===== src/rtl/i2c_irq_pkg.sv =====
package i2c_irq_pkg;
    localparam int NUM_EVT = 12;
    localparam int ABRT_W  = 13;
    localparam int ADDR_W  = 8;
    localparam int RDATA_W = 32;

    localparam int EV_RX_FULL  = 2;
    localparam int EV_TX_EMPTY = 4;
    localparam int EV_TX_ABRT  = 6;

    // bits driven by FIFO levels versus bits latched from strobes
    localparam logic [NUM_EVT-1:0] LEVEL_MAP = 12'h014;
    localparam logic [NUM_EVT-1:0] LATCH_MAP = 12'hFEB;
    // abort cause bits that are recorded (6 and 8 are unused)
    localparam logic [ABRT_W-1:0]  ABRT_KEEP = 13'h1EBF;

    localparam logic [ADDR_W-1:0] OFS_MASKED   = 8'h2C;
    localparam logic [ADDR_W-1:0] OFS_MASK     = 8'h30;
    localparam logic [ADDR_W-1:0] OFS_RAW      = 8'h34;
    localparam logic [ADDR_W-1:0] OFS_RX_THR   = 8'h38;
    localparam logic [ADDR_W-1:0] OFS_TX_THR   = 8'h3C;
    localparam logic [ADDR_W-1:0] OFS_CLR_ALL  = 8'h40;
    localparam logic [ADDR_W-1:0] OFS_CLR_BASE = 8'h44;
    localparam logic [ADDR_W-1:0] OFS_ABRT     = 8'h80;

    // clear address of a sticky bit: consecutive words, skipping level bits
    function automatic logic [ADDR_W-1:0] clr_addr_of(input int idx);
        int rank;
        rank = idx - ((idx > EV_RX_FULL) ? 1 : 0) - ((idx > EV_TX_EMPTY) ? 1 : 0);
        return ADDR_W'(int'(OFS_CLR_BASE) + 4 * rank);
    endfunction
endpackage


===== src/rtl/i2c_irq_evt_bits.sv =====
module i2c_irq_evt_bits
    import i2c_irq_pkg::*;
(
    input  logic               clk,
    input  logic               rst_n,
    input  logic [NUM_EVT-1:0] set_i,
    input  logic [NUM_EVT-1:0] clr_i,
    input  logic [NUM_EVT-1:0] lvl_i,
    output logic [NUM_EVT-1:0] raw_o
);
    logic [NUM_EVT-1:0] raw_q;
    logic [NUM_EVT-1:0] raw_d;

    // sticky bits: set beats clear; level bits: follow the comparison
    always_comb begin
        raw_d = (LATCH_MAP & ((raw_q & ~clr_i) | set_i)) | (LEVEL_MAP & lvl_i);
    end

    always_ff @(posedge clk or negedge rst_n) begin
        if (!rst_n) raw_q <= '0;
        else        raw_q <= raw_d;
    end

    assign raw_o = raw_q;
endmodule


===== src/rtl/i2c_irq_abort_capture.sv =====
module i2c_irq_abort_capture
    import i2c_irq_pkg::*;
(
    input  logic              clk,
    input  logic              rst_n,
    input  logic              capture_i,
    input  logic [ABRT_W-1:0] cause_i,
    input  logic              clear_i,
    output logic [ABRT_W-1:0] src_o
);
    logic [ABRT_W-1:0] src_q;
    logic [ABRT_W-1:0] base;

    always_comb begin
        base = clear_i ? '0 : src_q;
    end

    always_ff @(posedge clk or negedge rst_n) begin
        if (!rst_n)         src_q <= '0;
        else if (capture_i) src_q <= base | (cause_i & ABRT_KEEP);
        else                src_q <= base;
    end

    assign src_o = src_q;
endmodule


===== src/rtl/i2c_irq_reg_port.sv =====
module i2c_irq_reg_port
    import i2c_irq_pkg::*;
#(
    parameter int LVL_W = 5
) (
    input  logic               clk,
    input  logic               rst_n,
    input  logic [ADDR_W-1:0]  addr_i,
    input  logic               rd_i,
    input  logic               wr_i,
    input  logic [NUM_EVT-1:0] wdata_i,
    input  logic [NUM_EVT-1:0] raw_i,
    input  logic [ABRT_W-1:0]  abrt_i,
    output logic [NUM_EVT-1:0] mask_o,
    output logic [LVL_W-1:0]   rx_thr_o,
    output logic [LVL_W-1:0]   tx_thr_o,
    output logic [NUM_EVT-1:0] clr_o,
    output logic               abrt_clr_o,
    output logic [RDATA_W-1:0] rdata_o
);
    logic [NUM_EVT-1:0] mask_q;
    logic [LVL_W-1:0]   rx_thr_q;
    logic [LVL_W-1:0]   tx_thr_q;
    logic [RDATA_W-1:0] rdata_q;
    logic [RDATA_W-1:0] rd_mux;
    logic               clr_all;

    assign clr_all = rd_i && (addr_i == OFS_CLR_ALL);

    // one clear decoder per sticky bit
    for (genvar k = 0; k < NUM_EVT; k++) begin : g_clr
        if (LATCH_MAP[k]) begin : g_sticky
            assign clr_o[k] = clr_all || (rd_i && (addr_i == clr_addr_of(k)));
        end else begin : g_level
            assign clr_o[k] = 1'b0;
        end
    end

    assign abrt_clr_o = clr_o[EV_TX_ABRT];

    always_comb begin
        rd_mux = '0;
        unique case (addr_i)
            OFS_MASKED:  rd_mux[NUM_EVT-1:0] = raw_i & mask_q;
            OFS_MASK:    rd_mux[NUM_EVT-1:0] = mask_q;
            OFS_RAW:     rd_mux[NUM_EVT-1:0] = raw_i;
            OFS_RX_THR:  rd_mux[LVL_W-1:0]   = rx_thr_q;
            OFS_TX_THR:  rd_mux[LVL_W-1:0]   = tx_thr_q;
            OFS_CLR_ALL: rd_mux[0]           = |(raw_i & LATCH_MAP);
            OFS_ABRT:    rd_mux[ABRT_W-1:0]  = abrt_i;
            default: begin
                for (int k = 0; k < NUM_EVT; k++) begin
                    if (LATCH_MAP[k] && (addr_i == clr_addr_of(k))) rd_mux[0] = raw_i[k];
                end
            end
        endcase
    end

    always_ff @(posedge clk or negedge rst_n) begin
        if (!rst_n) begin
            mask_q   <= '0;
            rx_thr_q <= '0;
            tx_thr_q <= '0;
            rdata_q  <= '0;
        end else begin
            rdata_q <= rd_i ? rd_mux : '0;
            if (wr_i) begin
                unique case (addr_i)
                    OFS_MASK:   mask_q   <= wdata_i;
                    OFS_RX_THR: rx_thr_q <= wdata_i[LVL_W-1:0];
                    OFS_TX_THR: tx_thr_q <= wdata_i[LVL_W-1:0];
                    default: ;
                endcase
            end
        end
    end

    assign mask_o   = mask_q;
    assign rx_thr_o = rx_thr_q;
    assign tx_thr_o = tx_thr_q;
    assign rdata_o  = rdata_q;
endmodule


===== src/rtl/i2c_irq_abort_unit.sv =====
module i2c_irq_abort_unit
    import i2c_irq_pkg::*;
#(
    parameter int LVL_W = 5
) (
    input  logic               clk,
    input  logic               rst_n,
    input  logic [NUM_EVT-1:0] evt_i,
    input  logic [ABRT_W-1:0]  abrt_cause_i,
    input  logic [LVL_W-1:0]   rx_level_i,
    input  logic [LVL_W-1:0]   tx_level_i,
    input  logic [ADDR_W-1:0]  reg_addr_i,
    input  logic               reg_rd_i,
    input  logic               reg_wr_i,
    input  logic [NUM_EVT-1:0] reg_wdata_i,
    output logic [RDATA_W-1:0] reg_rdata_o,
    output logic               irq_o
);
    logic [NUM_EVT-1:0] raw_q;
    logic [NUM_EVT-1:0] mask_q;
    logic [NUM_EVT-1:0] clr_vec;
    logic [NUM_EVT-1:0] lvl_vec;
    logic [LVL_W-1:0]   rx_thr;
    logic [LVL_W-1:0]   tx_thr;
    logic [ABRT_W-1:0]  abrt_q;
    logic               abrt_clr;
    logic               irq_q;

    always_comb begin
        lvl_vec              = '0;
        lvl_vec[EV_RX_FULL]  = rx_level_i > rx_thr;
        lvl_vec[EV_TX_EMPTY] = tx_level_i <= tx_thr;
    end

    i2c_irq_evt_bits u_bits (
        .clk   (clk),
        .rst_n (rst_n),
        .set_i (evt_i),
        .clr_i (clr_vec),
        .lvl_i (lvl_vec),
        .raw_o (raw_q)
    );

    i2c_irq_abort_capture u_abrt (
        .clk       (clk),
        .rst_n     (rst_n),
        .capture_i (evt_i[EV_TX_ABRT]),
        .cause_i   (abrt_cause_i),
        .clear_i   (abrt_clr),
        .src_o     (abrt_q)
    );

    i2c_irq_reg_port #(.LVL_W(LVL_W)) u_port (
        .clk        (clk),
        .rst_n      (rst_n),
        .addr_i     (reg_addr_i),
        .rd_i       (reg_rd_i),
        .wr_i       (reg_wr_i),
        .wdata_i    (reg_wdata_i),
        .raw_i      (raw_q),
        .abrt_i     (abrt_q),
        .mask_o     (mask_q),
        .rx_thr_o   (rx_thr),
        .tx_thr_o   (tx_thr),
        .clr_o      (clr_vec),
        .abrt_clr_o (abrt_clr),
        .rdata_o    (reg_rdata_o)
    );

    always_ff @(posedge clk or negedge rst_n) begin
        if (!rst_n) irq_q <= 1'b0;
        else        irq_q <= |(raw_q & mask_q);
    end

    assign irq_o = irq_q;
endmodule


===== config.mk =====
export PLATFORM = sky130hd
export DESIGN_NAME = i2c_irq_abort_unit
export DESIGN_NICKNAME = d
export VERILOG_FILES = /design/src/rtl/i2c_irq_pkg.sv /design/src/rtl/i2c_irq_evt_bits.sv /design/src/rtl/i2c_irq_abort_capture.sv /design/src/rtl/i2c_irq_reg_port.sv /design/src/rtl/i2c_irq_abort_unit.sv
export SDC_FILE = /design/constraint.sdc
export NUM_CORES = 1
export LEC_CHECK = 0
export ABC_CLOCK_PERIOD_IN_PS = 3200
export BUFFER_PORTS_ARGS = -buffer_cell sky130_fd_sc_hd__buf_2
export CORE_UTILIZATION = 45
export CTS_CLUSTER_DIAMETER = 50
export DETAILED_ROUTE_END_ITERATION = 8
export GPL_TIMING_DRIVEN = 0
export PLACE_DENSITY = 0.68
export SLEW_MARGIN = 10
export SYNTH_ARGS = -nofsm -noshare
export SYNTH_HDL_FRONTEND = slang
export SYNTH_HIERARCHICAL = 1
export SYNTH_SLANG_ARGS = --single-unit

===== constraint.sdc =====
create_clock -name clk -period 3.2 [get_ports clk]
set_clock_uncertainty 0.1 [all_clocks]
set_input_delay 0.64 -clock clk [delete_from_list [all_inputs] [get_ports clk]]
set_output_delay 0.64 -clock clk [all_outputs]
set_load 0.05 [all_outputs]

; ---- Word level (Yosys, flattened, before mapping)
; Index checks and enable logic that the tools add are counted.
[classes]
n_mux = 17
order_cmp = 2
reduce_logical = 26
bitwise = 6
n_eq_ne = 17
[op_table]
columns = operator, n
row1 = $eq 8x7->1 const B, 11
row2 = $eq 8x6->1 const B, 5
row3 = $mux 13, 3
row4 = $pmux 7 s4, 1
row5 = $and 12x12->12, 2
row6 = $pmux 4 s6, 1
row7 = $or 13x13->13, 1
row8 = $not 12->12, 1
row9 = $or 12x12->12, 1
row10 = $or 12x5->12, 1
row11 = $reduce_or 12->1, 1
row12 = $logic_and 1x1->1, 11
row13 = $mux 1, 11
row14 = $logic_or 1x1->1, 10
row15 = $reduce_or 10->1, 1
row16 = $eq 8x8->1 const B, 1
row17 = $pmux 1 s7, 1
row18 = $reduce_and 2->1, 3
row19 = $gt 5x5->1, 1
row20 = $le 5x5->1, 1
[word_totals]
wordCells = 75
out_inout_bits = 33
reg_bits = 80
inputBits = 59

; ---- Logic depth before layout (Yosys ltp)
; Gate-level depths: netlist of run 1.
[logic_depth]
word_depth = 13
mapped_depth = 8
mapped_depth_nobuf = 6

; ---- Cells and area by module
; Netlist of run 1, hierarchy kept.
[modules_own_cells]
columns = mod, area_per_inst_um2, cells_per_inst, seq_area_each_um2, instances
row1 = i2c_irq_reg_port, 2185.8, 204, 875.8, 1
row2 = i2c_irq_abort_capture, 491.7, 49, 275.3, 1
row3 = i2c_irq_evt_bits, 412.9, 32, 300.3, 1
row4 = i2c_irq_abort_unit, 345.3, 43, 25.0, 1

; ---- Least setup slack after synthesis of run 1
; No wires, ideal clock.
[synth_path]
kind = in2reg
from = input reg_addr_i[2]
to = register u_port.rdata_q[0], in the netlist u_port/rdata_o[0]
required_time_ns = 2.957
path_buffers = 1
arrival_time_ns = 1.967
setup_time_ns = 0.143
stages = 6
slack_ns = 0.990
path_cell_list = buf_2 or4_4 nor4_4 nor4b_1 o41ai_2 a21oi_1
[synth_via]
elab_chain_len = 13
word_cells_on_any_way = 29
classes_between = eq/ne: 17 / mux: 12
[synth_lines]
columns = item, line
row1 = "start, declared", i2c_irq_abort_unit.sv:12  ; input logic [ADDR_W-1:0] reg_addr_i,
row2 = $eq 8x7->1, i2c_irq_reg_port.sv:53  ; if (LATCH_MAP[k] && (addr_i == clr_addr_of(k))) rd_mux[0] = raw_i[k];
row3 = $mux 1 (10 in a row), i2c_irq_reg_port.sv:53
row4 = $pmux 1 s7 *, i2c_irq_reg_port.sv:43  ; unique case (addr_i)
row5 = $mux 13 *, i2c_irq_reg_port.sv:66  ; rdata_q <= rd_i ? rd_mux : '0;
row6 = "end signal, assigned", i2c_irq_reg_port.sv:66
row7 = "end, declared", i2c_irq_reg_port.sv:24  ; logic [RDATA_W-1:0] rdata_q;
; Mark *: on every way between the ends. The rest lies on a longest branch, timed or not.
; A chain may end at the register's enable or synchronous reset.

; ---- Final worst setup path of run 1
; Ends and elaborated chain as after synthesis.

==> impl_summary.md, run 1 <==
Status
The flow ran to the end, and the final reports show no timing, DRC or antenna violations.

Clocking
The clock tree synthesis step divided the H-tree into 3 levels. TritonCTS created 9 clock buffers. Buffers added to address setup during post-CTS repair amount to 0. The clock slew at the register clock pins of the worst setup and hold paths is 70 ps. The clock latency of the later-clocked register in the worst-skew pair is 340 ps.

The clock sink total is 59. The tree is rooted in a sky130_fd_sc_hd__clkbuf_8. The clock passes through at most 2 buffers. The number of gates resized after CTS is 0. TritonCTS built the clock tree. The number of hold buffers added after CTS is 0.

Critical path
Data on the critical path is required at its endpoint by 3290 ps. In this run the worst path has a maximum fanout of 10. The endpoint kind of the worst setup timing path is a register. For the worst setup path, the data arrival time is 2310 ps. STA classifies the critical path startpoint as an input pin. The type of the worst setup path is input pin to register.

Placed design
Prior to clock tree synthesis, the placed netlist has a worst setup slack of 667 ps. Input and output buffers added on the ports amount to 67. The detailed-placement wirelength estimate is 6080 um. The global placement routability congestion is 0.873.

Timing
The number of hold violations in the final report came to 0. Setup violations remaining at the end of the flow were counted as 0. The final period utilization is 69.3%.

The final max-slew violation count is 0. After layout, the minimum clock period comes to 2220 ps. Based on the critical path, the design can be clocked at up to 451 MHz.

Setup repair after global routing left no endpoint under its margin. Headroom to the max-slew limit came out at 49.9%. The final worst setup slack is 984 ps.

The transition time of the tightest slew-check pin is 751 ps. After routing, the total negative slack on setup checks comes to 0 ps.

GRT
The global-route wire length before repair is 13300 um. The pin count of the biggest net entering global routing is 60. The via count of the first global-routing pass was 2688. In the global route stage, overall resource usage came out at 22.9%.

The remaining global-route overflow is 0. The initial antenna violation count is 0.

Layout
Cells fill 56.9% of the core in the end. Cells with a size suffix above 1 make up 38.5% of the layout. Relative to the synthesized area, the layout overhead comes to 21.5%. The final layout contains 491 nets. 0 antenna diodes ended up in the layout.

Drt
The wire length after detailed routing is 8360 um. The routed layout has 2763 vias. The detailed-route wire length per cell is 15.9 um.

The first-pass iteration count of the detailed router is 6. The average via count per standard cell is 5.26. The violation count after the first detailed-route iteration is 223. The number of nets still failing antenna checks after routing is 0.

The total DRC errors in the routed layout is 0.

Pwr
In this run switching power makes up 27.4% of total power. The leakage component of the power is 2.11 nW. Sequential cells account for 45.1% of the total power. The total power divided by cell area is 420 nW/um^2. For this design the total switching power over the nets is 477 uW. Combinational cells account for 15.1% of the total power. Internal power comes to 1.27 mW.

The overall power after layout is 1.74 mW. The worst ir drop on vdd is 0.185 mV. The clock share of power is 39.9%.

Synth
A synthesized cell averages 10.5 um^2. The number of warnings reported in the yosys synthesis log is 6. The cell area that synthesis handed to floorplanning was 3420 um^2. After technology mapping, the gate count stands at 325.

Floorplan
The number of placed I/O pins is 92. From left edge to right edge, the die measures 89.1 um. The die boundary height is 89.1 um. The core region is 7290 um^2. The row count is 31.

Once the floorplan was initialized, standard cells occupied 46.9% of the core. The die covers 7950 um^2.

Run
Max-cap violations in this run came to 0.

Min path
The worst hold path class is input pin to async pin.
==> per-layer routing <==
metal	vias up	share of wire, %	wire [um]	track usage, %
met3	16	6.9	573	6.74
met4	0	2.0	164	8.37
met1	1307	43	3620	30.4
met2	127	48	4010	35.6
met5	-	0	0	0
li1	1313	-	-	-
==> power by group through the flow <==
| stage | Combinational, mW | Sequential, mW | Clock (mW) |
|---|---|---|---|
| 2_1_floorplan | 0.164 | 0.810 | 0 |
| 3_3_place_gp | 0.259 | 0.799 | 0 |
| 3_5_place_dp | 0.264 | 0.799 | 0 |
| 4_1_cts | 0.265 | 0.785 | 0.711 |
| 5_1_grt | 0.290 | 0.788 | 0.747 |
| 6_report | 0.263 | 0.786 | 0.695 |
==> registers in the layout, summed over array words and instances, names as in the netlist <==
name and flops:
irq_o 1, u_abrt/src_o 11, u_bits/raw_o 12, u_port/rdata_o 13, u_port/mask_o 12, u_port/rx_thr_o 5, u_port/tx_thr_o 5
==> cell usage in the layout, fill, tap and decap left out, drive strengths merged, types with 2 or more instances in the layout <==
cell type and count:
and3 4, ha 10, o21ai 14, and4bb 2
mux2 27, nor2b 8, nand3 5, nor3 3
conb 21, a21o 21, mux2i 2, nor4b 3
a22o 6, nand2 18, a221oi 4, nor4 5
inv 33, xor2 3, clkbuf 14, nand4b 2
buf 101, dfrtp 59, nor2 16, o221ai 2
nand4 4, clkinvlp 2, a222oi 11, a21oi 8
==> critical path, cell delays in order <==
cell and delay [ps]:
sky130_fd_sc_hd__buf_2 110, sky130_fd_sc_hd__buf_2 180, sky130_fd_sc_hd__or4_4 480, sky130_fd_sc_hd__nor4_4 290, sky130_fd_sc_hd__nor4b_1 140, sky130_fd_sc_hd__o41ai_2 360, sky130_fd_sc_hd__a21oi_1 100
==> final cells by class <==
| class | count | area, um^2 |
|---|---|---|
| fillers | 698 | 3140 |
| multi-input cells | 215 | 1640 |
| flip-flops and latches | 59 | 1480 |
| repair buffers | 67 | 338 |
| plain buffers | 37 | 248 |
| clock buffers | 11 | 151 |
| inverters | 33 | 124 |
| well taps | 99 | 124 |
| clock inverters | 4 | 50.0 |
==> worst paths after layout <==
kind	startpoint	to	slack, ps	cells after the start
max	reg_addr_i[2]	u_port/rdata_o[0]$_DFF_PN0_	980	7
min	rst_n	u_port/mask_o[0]$_DFFE_PN0P_	240	1
max reg2reg	u_bits/raw_o[0]$_DFF_PN0_	u_port/rdata_o[0]$_DFF_PN0_	1350	4
min reg2reg	u_abrt/src_o[12]$_DFF_PN0_	u_abrt/src_o[12]$_DFF_PN0_	420	2
max in group asynchronous	rst_n	u_port/mask_o[2]$_DFFE_PN0P_	2240	1
min in group clk	evt_i[7]	u_bits/raw_o[7]$_DFF_PN0_	380	2
==> stage by stage <==
stage	hold WS, ps	cell area, um^2	instances
after global routing	314	4150	525
after global placement	398	3950	510
after CTS	283	4150	525
final	242	4150	525
after detailed placement	401	3950	510
after floorplan	244	3490	344
(Power assumes the default switching activity.)
==> run 2, diff against run 1 <==
--- a/config.mk
+++ b/config.mk
@@ -5,13 +5,13 @@
 export SDC_FILE = /design/constraint.sdc
 export NUM_CORES = 1
 export LEC_CHECK = 0
-export ABC_CLOCK_PERIOD_IN_PS = 3200
+export ABC_CLOCK_PERIOD_IN_PS = 1870
 export BUFFER_PORTS_ARGS = -buffer_cell sky130_fd_sc_hd__buf_2
 export CORE_UTILIZATION = 45
 export CTS_CLUSTER_DIAMETER = 50
 export DETAILED_ROUTE_END_ITERATION = 8
 export GPL_TIMING_DRIVEN = 0
-export PLACE_DENSITY = 0.68
+export PLACE_DENSITY = 0.71
 export SLEW_MARGIN = 10
 export SYNTH_ARGS = -nofsm -noshare
 export SYNTH_HDL_FRONTEND = slang
==> constraint.sdc (replaced) <==
create_clock -name clk -period 1.87 [get_ports clk]
set_clock_uncertainty 0.1 [all_clocks]
set_input_delay 0.374 -clock clk [delete_from_list [all_inputs] [get_ports clk]]
set_output_delay 0.374 -clock clk [all_outputs]
set_load 0.05 [all_outputs]
==> impl_summary.md, run 2 (synthesis results as in run 1) <==
Status
The flow ran to the end, but the final reports show violations. The final reports fail on hold timing.

Drt
The detail route stage leaves a number of antenna-violating nets equal to 0. The detailed-route wire length per cell is 15.4 um. For this block, wires on met1 add up to 3490 um.

The routed length on met2 is 3920 um. The highest layer used for signal routing is met4. The wire length after detailed routing is 8120 um.

The routed design uses 541 um of met3 wire. In the routed design, unresolved DRC markers number 0. The first routing iteration left 245 violations. The first detailed-routing pass ran for 5 iterations. Across all layers, the routed design uses 2772 vias. In the routed layout, each cell is associated on average with a via count of 5.25.

Critical path
Data on the critical path is required at its endpoint by 1980 ps. For the worst setup path, the data arrival time is 1960 ps. The reg-to-reg endpoint is u_port/rdata_o[0]$_DFF_PN0_.

The launching instance or port of the critical path is u_bits/raw_o[0]$_DFF_PN0_. The library cell contributing the largest single delay on the critical path is sky130_fd_sc_hd__mux4_2. The worst register-to-register path begins at u_bits/raw_o[0]$_DFF_PN0_. Broken down by cell family, the worst path's largest delay share belongs to multiplexers. The setup path with the least slack is of type register to register. Counting buffers and inverters, the worst setup path is 4 cells deep. In this run the worst path has a maximum fanout of 6.

The critical path goes through mux4_2 -> and3_1 -> o41ai_2 -> a21oi_1. The cell depth of the worst flop-to-flop path is 4. The destination of the critical timing path is u_port/rdata_o[0]$_DFF_PN0_. The endpoint kind of the worst setup timing path is a register.

On the worst path, the slowest cell contributes a delay of 500 ps. Counting both buffers and inverters, the worst setup path holds a total of 0. The worst register-to-register path has a setup slack of 20 ps. The element type at the critical path start is a register.

Clocking
TritonCTS created 9 clock buffers. The CTS tree is done. The clock slew at the register clock pins of the worst setup and hold paths is 70 ps. The cell sitting at the root of the clock tree is a sky130_fd_sc_hd__clkbuf_8. The clock reaches the later pin of the worst-skew pair after 340 ps. In this run the deepest clock path goes through 2 buffers.

The H-tree was split into 3 levels. The clock sink total is 59.

Layout
Leaving out fill and tap cells, the most frequent cell in the layout is sky130_fd_sc_hd__buf_2. The net total in the final layout is 493. The share of post-route cells with drive strength above 1 is 40.1%. The layout-stage area growth over the synthesis result is 22.4%. The register with the most flip-flops in the layout has 13 of them. The final-layout fill cell count is 681. Leaving out fill and tap cells, the most frequent cells in the layout are sky130_fd_sc_hd__buf_2, sky130_fd_sc_hd__dfrtp_1, sky130_fd_sc_hd__inv_1. The count of antenna diodes in the layout is 0.

Pwr
The total power divided by cell area is 677 nW/um^2. The overall power after layout is 2.83 mW. Per report_power, the sequential group accounts for 47.5% of the total. The clock share of power is 36.4%. The worst-case IR drop observed on VDD is 0.305 mV. The switching portion of total power is 29.2%.

Of the total power, combinational logic draws 16.1%. The analysis attributes to net switching a power of 827 uW. Summed over all cells, the static leakage comes to 2.14 nW. Cell internal power was estimated by the tool at 2.01 mW.

Placed design
The global placement routability congestion is 0.903. The count of buffers added on input and output ports is 67. The worst slack at placement is -409 ps. The detailed-placement wirelength estimate is 6020 um.

Timing
The final worst setup slack is 17.0 ps. The number of hold violations in the final report is 10. Setup repair after global routing left no endpoint under its margin. The final critical path takes up 99.1% of the cycle. The worst hold-check slack is -14.2 ps.

The worst pin sits at a relative slew slack of 50.8%. The setup-violating endpoint count in the final report is 0. The timing-limited maximum frequency is 540 MHz.

The final max-slew violation count is 0. The clock period could shrink to 1850 ps. The transition time of the tightest slew-check pin is 737 ps.

Min path
The worst hold path class is input pin to async pin.

Floorplan
The width of the die is 89.1 um. Pin placement for this block handled 92 I/O pins. The standard cell core area is 7290 um^2.

The die covers 7950 um^2. The initial utilization of the core area, before any placement, comes to 46.9%. Row generation in the floorplan step produced 31 rows. The die is 89.1 um tall.

Run
The tool flagged a number of max-cap violations equal to 0.

GRT
The initial antenna violation count is 0. Summed over all layers, the global routing overflow is 0. The global-route total usage across every layer is 22.4%. The pin count of the biggest net entering global routing is 60. The via count of the first global-routing pass was 2739. The global-route wire length before repair is 13200 um.
run 2: cell types whose count changed in the layout (fill, tap and decap cells not counted), moves of 2 or more:
cell / previous run / this run
sky130_fd_sc_hd__clkinvlp_4: 2 / 0
sky130_fd_sc_hd__buf_2: 75 / 72
sky130_fd_sc_hd__buf_4: 23 / 26
sky130_fd_sc_hd__clkinv_2: 1 / 3
sky130_fd_sc_hd__clkinv_4: 0 / 3
run 2: metrics by stage:
step	setup TNS, ps	hold WS, ps	std cells	util (%)	area (um^2)
2_1_floorplan	-74.0	-21.6	344	-	3490
5_1_grt	0	57.4	528	57.4	4180
4_1_cts	0	25.0	527	56.9	4150
6_report	0	-14.2	528	57.4	4180
3_3_place_gp	-10120	399	510	54.2	3950
3_5_place_dp	-10960	387	510	54.2	3950
run 2: worst min path at each step:
stage | cells past startpoint | from | slack, ps | end
6_report | 1 | rst_n | -10 | u_bits/raw_o[3]$_DFF_PN0_
5_1_grt | 1 | rst_n | 60 | u_port/tx_thr_o[1]$_DFFE_PN0P_
4_1_cts | 1 | rst_n | 20 | u_bits/raw_o[3]$_DFF_PN0_
3_5_place_dp | 1 | rst_n | 390 | u_bits/raw_o[7]$_DFF_PN0_
3_3_place_gp | 2 | u_abrt/src_o[1]$_DFF_PN0_ | 400 | u_abrt/src_o[1]$_DFF_PN0_
2_1_floorplan | 0 | rst_n | -20 | irq_o$_DFF_PN0_
run 2: cell type report:
class                           count  area, um^2  area share (%)
Buffer                             37         260            6.22
Clock buffer                       10         138            3.29
Clock inverter                      6        41.3           0.987
Inverter                           33         124            2.96
Multi-Input combinational cell    215        1670            39.8
Sequential cell                    59        1480            35.3
Tap cell                           99         124            2.96
Timing Repair Buffer               69         353            8.44
run 2: repair_timing:
action | CTS | global route
setup endpoints to repair | 1 | 26
pin swaps | 1 | 1
gates resized for setup | 3 | 7
endpoints found under the hold margin | 0 | 0
hold buffers | 0 | 0
setup buffers | 1 | 1
run 2: power groups by stage:
stage	Combinational [mW]	Clock (mW)	Sequential, mW
2_1_floorplan	0.281	0	1.39
3_3_place_gp	0.442	0	1.37
3_5_place_dp	0.450	0	1.37
4_1_cts	0.454	1.06	1.34
5_1_grt	0.502	1.11	1.35
6_report	0.456	1.03	1.34
run 2: metal layers:
metal | up-vias | track usage (%)
li1 | 1323 | -
met1 | 1326 | 28.4
met2 | 107 | 37.8
met3 | 16 | 4.62
met4 | 0 | 8.66
met5 | - | 0
==> run 3, diff against run 2 <==
--- a/config.mk
+++ b/config.mk
@@ -5,8 +5,10 @@
 export SDC_FILE = /design/constraint.sdc
 export NUM_CORES = 1
 export LEC_CHECK = 0
+export ABC_AREA = 1
 export ABC_CLOCK_PERIOD_IN_PS = 1870
 export BUFFER_PORTS_ARGS = -buffer_cell sky130_fd_sc_hd__buf_2
+export CORE_MARGIN = 2
 export CORE_UTILIZATION = 45
 export CTS_CLUSTER_DIAMETER = 50
 export DETAILED_ROUTE_END_ITERATION = 8
==> impl_summary.md, run 3 <==
Placed design
Detailed placement finished with a half-perimeter wire length of 6370 um. The total cell area at the placement stage is 4000 um^2. The number of instances in the placed design is 637.

Port buffering added 68 buffers. At the end of routability-driven placement, the weighted congestion stood at 0.913.

Timing
The setup-violating endpoint count in the final report is 0. Setup repair after global routing left no endpoint under its margin. The worst path uses 87.6% of the clock period. For the pin with the worst max-slew slack, the measured transition is 721 ps. The worst path in the final design needs a cycle of 1640 ps, including I/O delays and setup.

The final max-slew violation count is 0. The headroom to the max-slew limit is 51.9%. The worst hold-check slack is 5.25 ps. For this run, the top clock speed supported by timing is 611 MHz.

The number of hold violations in the final report is 0.

Layout
The cell area after layout is 4210 um^2. For this run, the number of standard cells in the final layout without fillers is 653. The flip-flop count of the largest register, all copies and words added is 13. The most common cell after layout, fill and taps aside is sky130_fd_sc_hd__nand2_1. In the final layout, the share of cells above drive strength 1 is 24.4%. The net total in the final layout is 618.

The top cell types in the final layout, fill and taps aside, are sky130_fd_sc_hd__nand2_1, sky130_fd_sc_hd__buf_2, sky130_fd_sc_hd__inv_1. The count of antenna diodes in the layout is 0. From synthesis to final layout, the design area changed by 21.4%.

Floorplan
The floorplan step defined a die boundary enclosing 8420 um^2. The floorplan step set the die width to 91.7 um. The row count is 31. The floorplan step set the die height to 91.7 um. Once the floorplan was initialized, standard cells occupied 47.0% of the core. In this run the standard cell core region covers 7370 um^2. During I/O placement, the number of pins put on the boundary was 92.

Critical path
By startpoint and endpoint, the worst setup path is classified as input pin to register. The maximum fanout encountered on the critical timing path is 10. Walking the worst path, the cells encountered are buf_2 -> inv_1 -> nand2_1 -> nor2_4 -> nand2_1 -> clkbuf_2 -> o21ai_2 -> inv_2 -> buf_6 -> nand2_1 -> nand2_1. The data required time at the worst endpoint is 2000 ps. Together, buffers and inverters on the worst path number 5. The largest individual stage delay along the critical path comes from the cell sky130_fd_sc_hd__o21ai_2.

STA classifies the critical path endpoint as a register. The worst register-to-register path ends at u_port/rdata_o[0]$_DFF_PN0_. The arrival time of data at the critical path endpoint is 1760 ps.

The worst register-to-register path has a setup slack of 350 ps. The worst setup path is launched from an input pin. The family with the most delay on the worst path is buffers and inverters.

In this design, the stage delay of the slowest critical-path cell is 220 ps. Among the stages of the critical path, the cell type that occurs most often is sky130_fd_sc_hd__nand2_1. The number of cells on the worst reg-to-reg path is 10. The worst register-to-register path begins at u_bits/raw_o[1]$_DFF_PN0_.

Synth
The synthesized area divided by synthesized cell count is 7.68 um^2. In this run the cell area of the synthesized design comes to 3460 um^2. In the synthesized netlist, the number of instances is 451. The number of warnings reported in the yosys synthesis log is 6.

Status
The run finished with clean final reports.

Clocking
The clock sink total is 59. The buffer cell driving the clock tree root is sky130_fd_sc_hd__clkbuf_8. The maximum buffer depth of the clock tree is 2.

The H-tree depth is 3. The CTS tree is done. In this run the post-CTS setup repair buffer count came out at 0.

After clock tree synthesis, the clock-pin slew on the worst setup and hold paths is 70 ps. Clock latency on the worst-skew pair, taken at its later pin, is 330 ps. The number of hold buffers added after CTS was 0. The number of buffers added by the clock tree synthesis step is 9.

GRT
The met3 routing resource usage after global routing is 3.62%. The first global-routing pass estimated 14000 um of wire. After global routing the overflow that remains totals 0.

In the global route stage, met2 resource usage came out at 34.4%. The layer with the highest usage after global routing is met2. For met1 alone, demand over resource in global routing was 27.0%. The pin count of the biggest net entering global routing is 60. The initial antenna violation count is 0.

Global routing used 20.9% of the available tracks across all layers. The via count of the first global-routing pass was 3020.

Drt
The via total after detailed routing is 3150. The average via count per standard cell is 4.82. The first-pass iteration count of the detailed router is 5. After the first detailed-routing iteration, the DRC count stood at 181. The wire length after detailed routing is 8240 um. The detail route stage leaves a number of antenna-violating nets equal to 0. The total DRC errors in the routed layout is 0. After detailed routing, the average wire length per cell comes to 12.6 um.

Run
The number of max-cap violations is 0.

Pwr
Dividing total power by cell area gives a power density of 688 nW/um^2. The worst ir drop on vdd is 0.277 mV. The leakage component of the power is 2.26 nW.

Min path
The path class of the tightest hold or removal check is input pin to async pin.
run 3: area by class of cell:
class / instances / area, um^2
Inverter: 63 / 236
Fill cell: 726 / 3160
Clock buffer: 11 / 141
Timing Repair Buffer: 68 / 343
Sequential cell: 59 / 1480
Multi-Input combinational cell: 319 / 1610
Buffer: 29 / 226
Clock inverter: 5 / 52.6
Tap cell: 99 / 124
run 3: worst reg2reg max path, delay by kind of cell, from the launching register on:
family	cells	cell delay (ps)
compound gates	1	90
buf+inv	1	30
flops	1	460
simple gates	8	740
run 3: where the power goes:
part / internal, mW / total [mW] / switching, mW / leakage, nW
sequential: 1.32 / 1.35 / 0.0308 / 0.705
clock: 0.644 / 1.12 / 0.480 / 0.0991
combinational: 0.143 / 0.422 / 0.279 / 1.45
total: 2.10 / 2.89 / 0.789 / 2.26
run 3: per-layer routing:
metal	up-vias	share of wire (%)
met5	-	0
met4	0	2.3
met3	22	6.4
met2	117	47
met1	1436	45
li1	1575	-
run 3: worst max-delay path by stage:
stage,from,endpoint,depth (start not counted)
2_1_floorplan,reg_addr_i[7],u_abrt/src_o[3]$_DFF_PN0_,10
3_3_place_gp,reg_addr_i[7],u_abrt/src_o[3]$_DFF_PN0_,11
3_5_place_dp,reg_addr_i[7],u_abrt/src_o[5]$_DFF_PN0_,11
4_1_cts,reg_addr_i[7],u_abrt/src_o[5]$_DFF_PN0_,11
5_1_grt,reg_addr_i[7],u_abrt/src_o[5]$_DFF_PN0_,11
6_report,reg_addr_i[7],u_abrt/src_o[5]$_DFF_PN0_,11
run 3: through the flow:
step / power [mW] / setup WS (ps) / util [%] / setup TNS [ps]
after floorplan: 1.64 / 88.7 / - / 0
after global placement: 1.78 / -351 / 54.3 / -4070
after detailed placement: 1.79 / -396 / 54.3 / -4460
after CTS: 2.92 / 64.8 / 56.9 / 0
after global routing: 3.04 / 59.2 / 57.1 / 0
final: 2.89 / 233 / 57.1 / 0
run 3: repair_timing:
item,CTS,global route
setup endpoints to repair,11,12
endpoints found under the hold margin,0,0
resized for setup,1,4
cloned,0,0
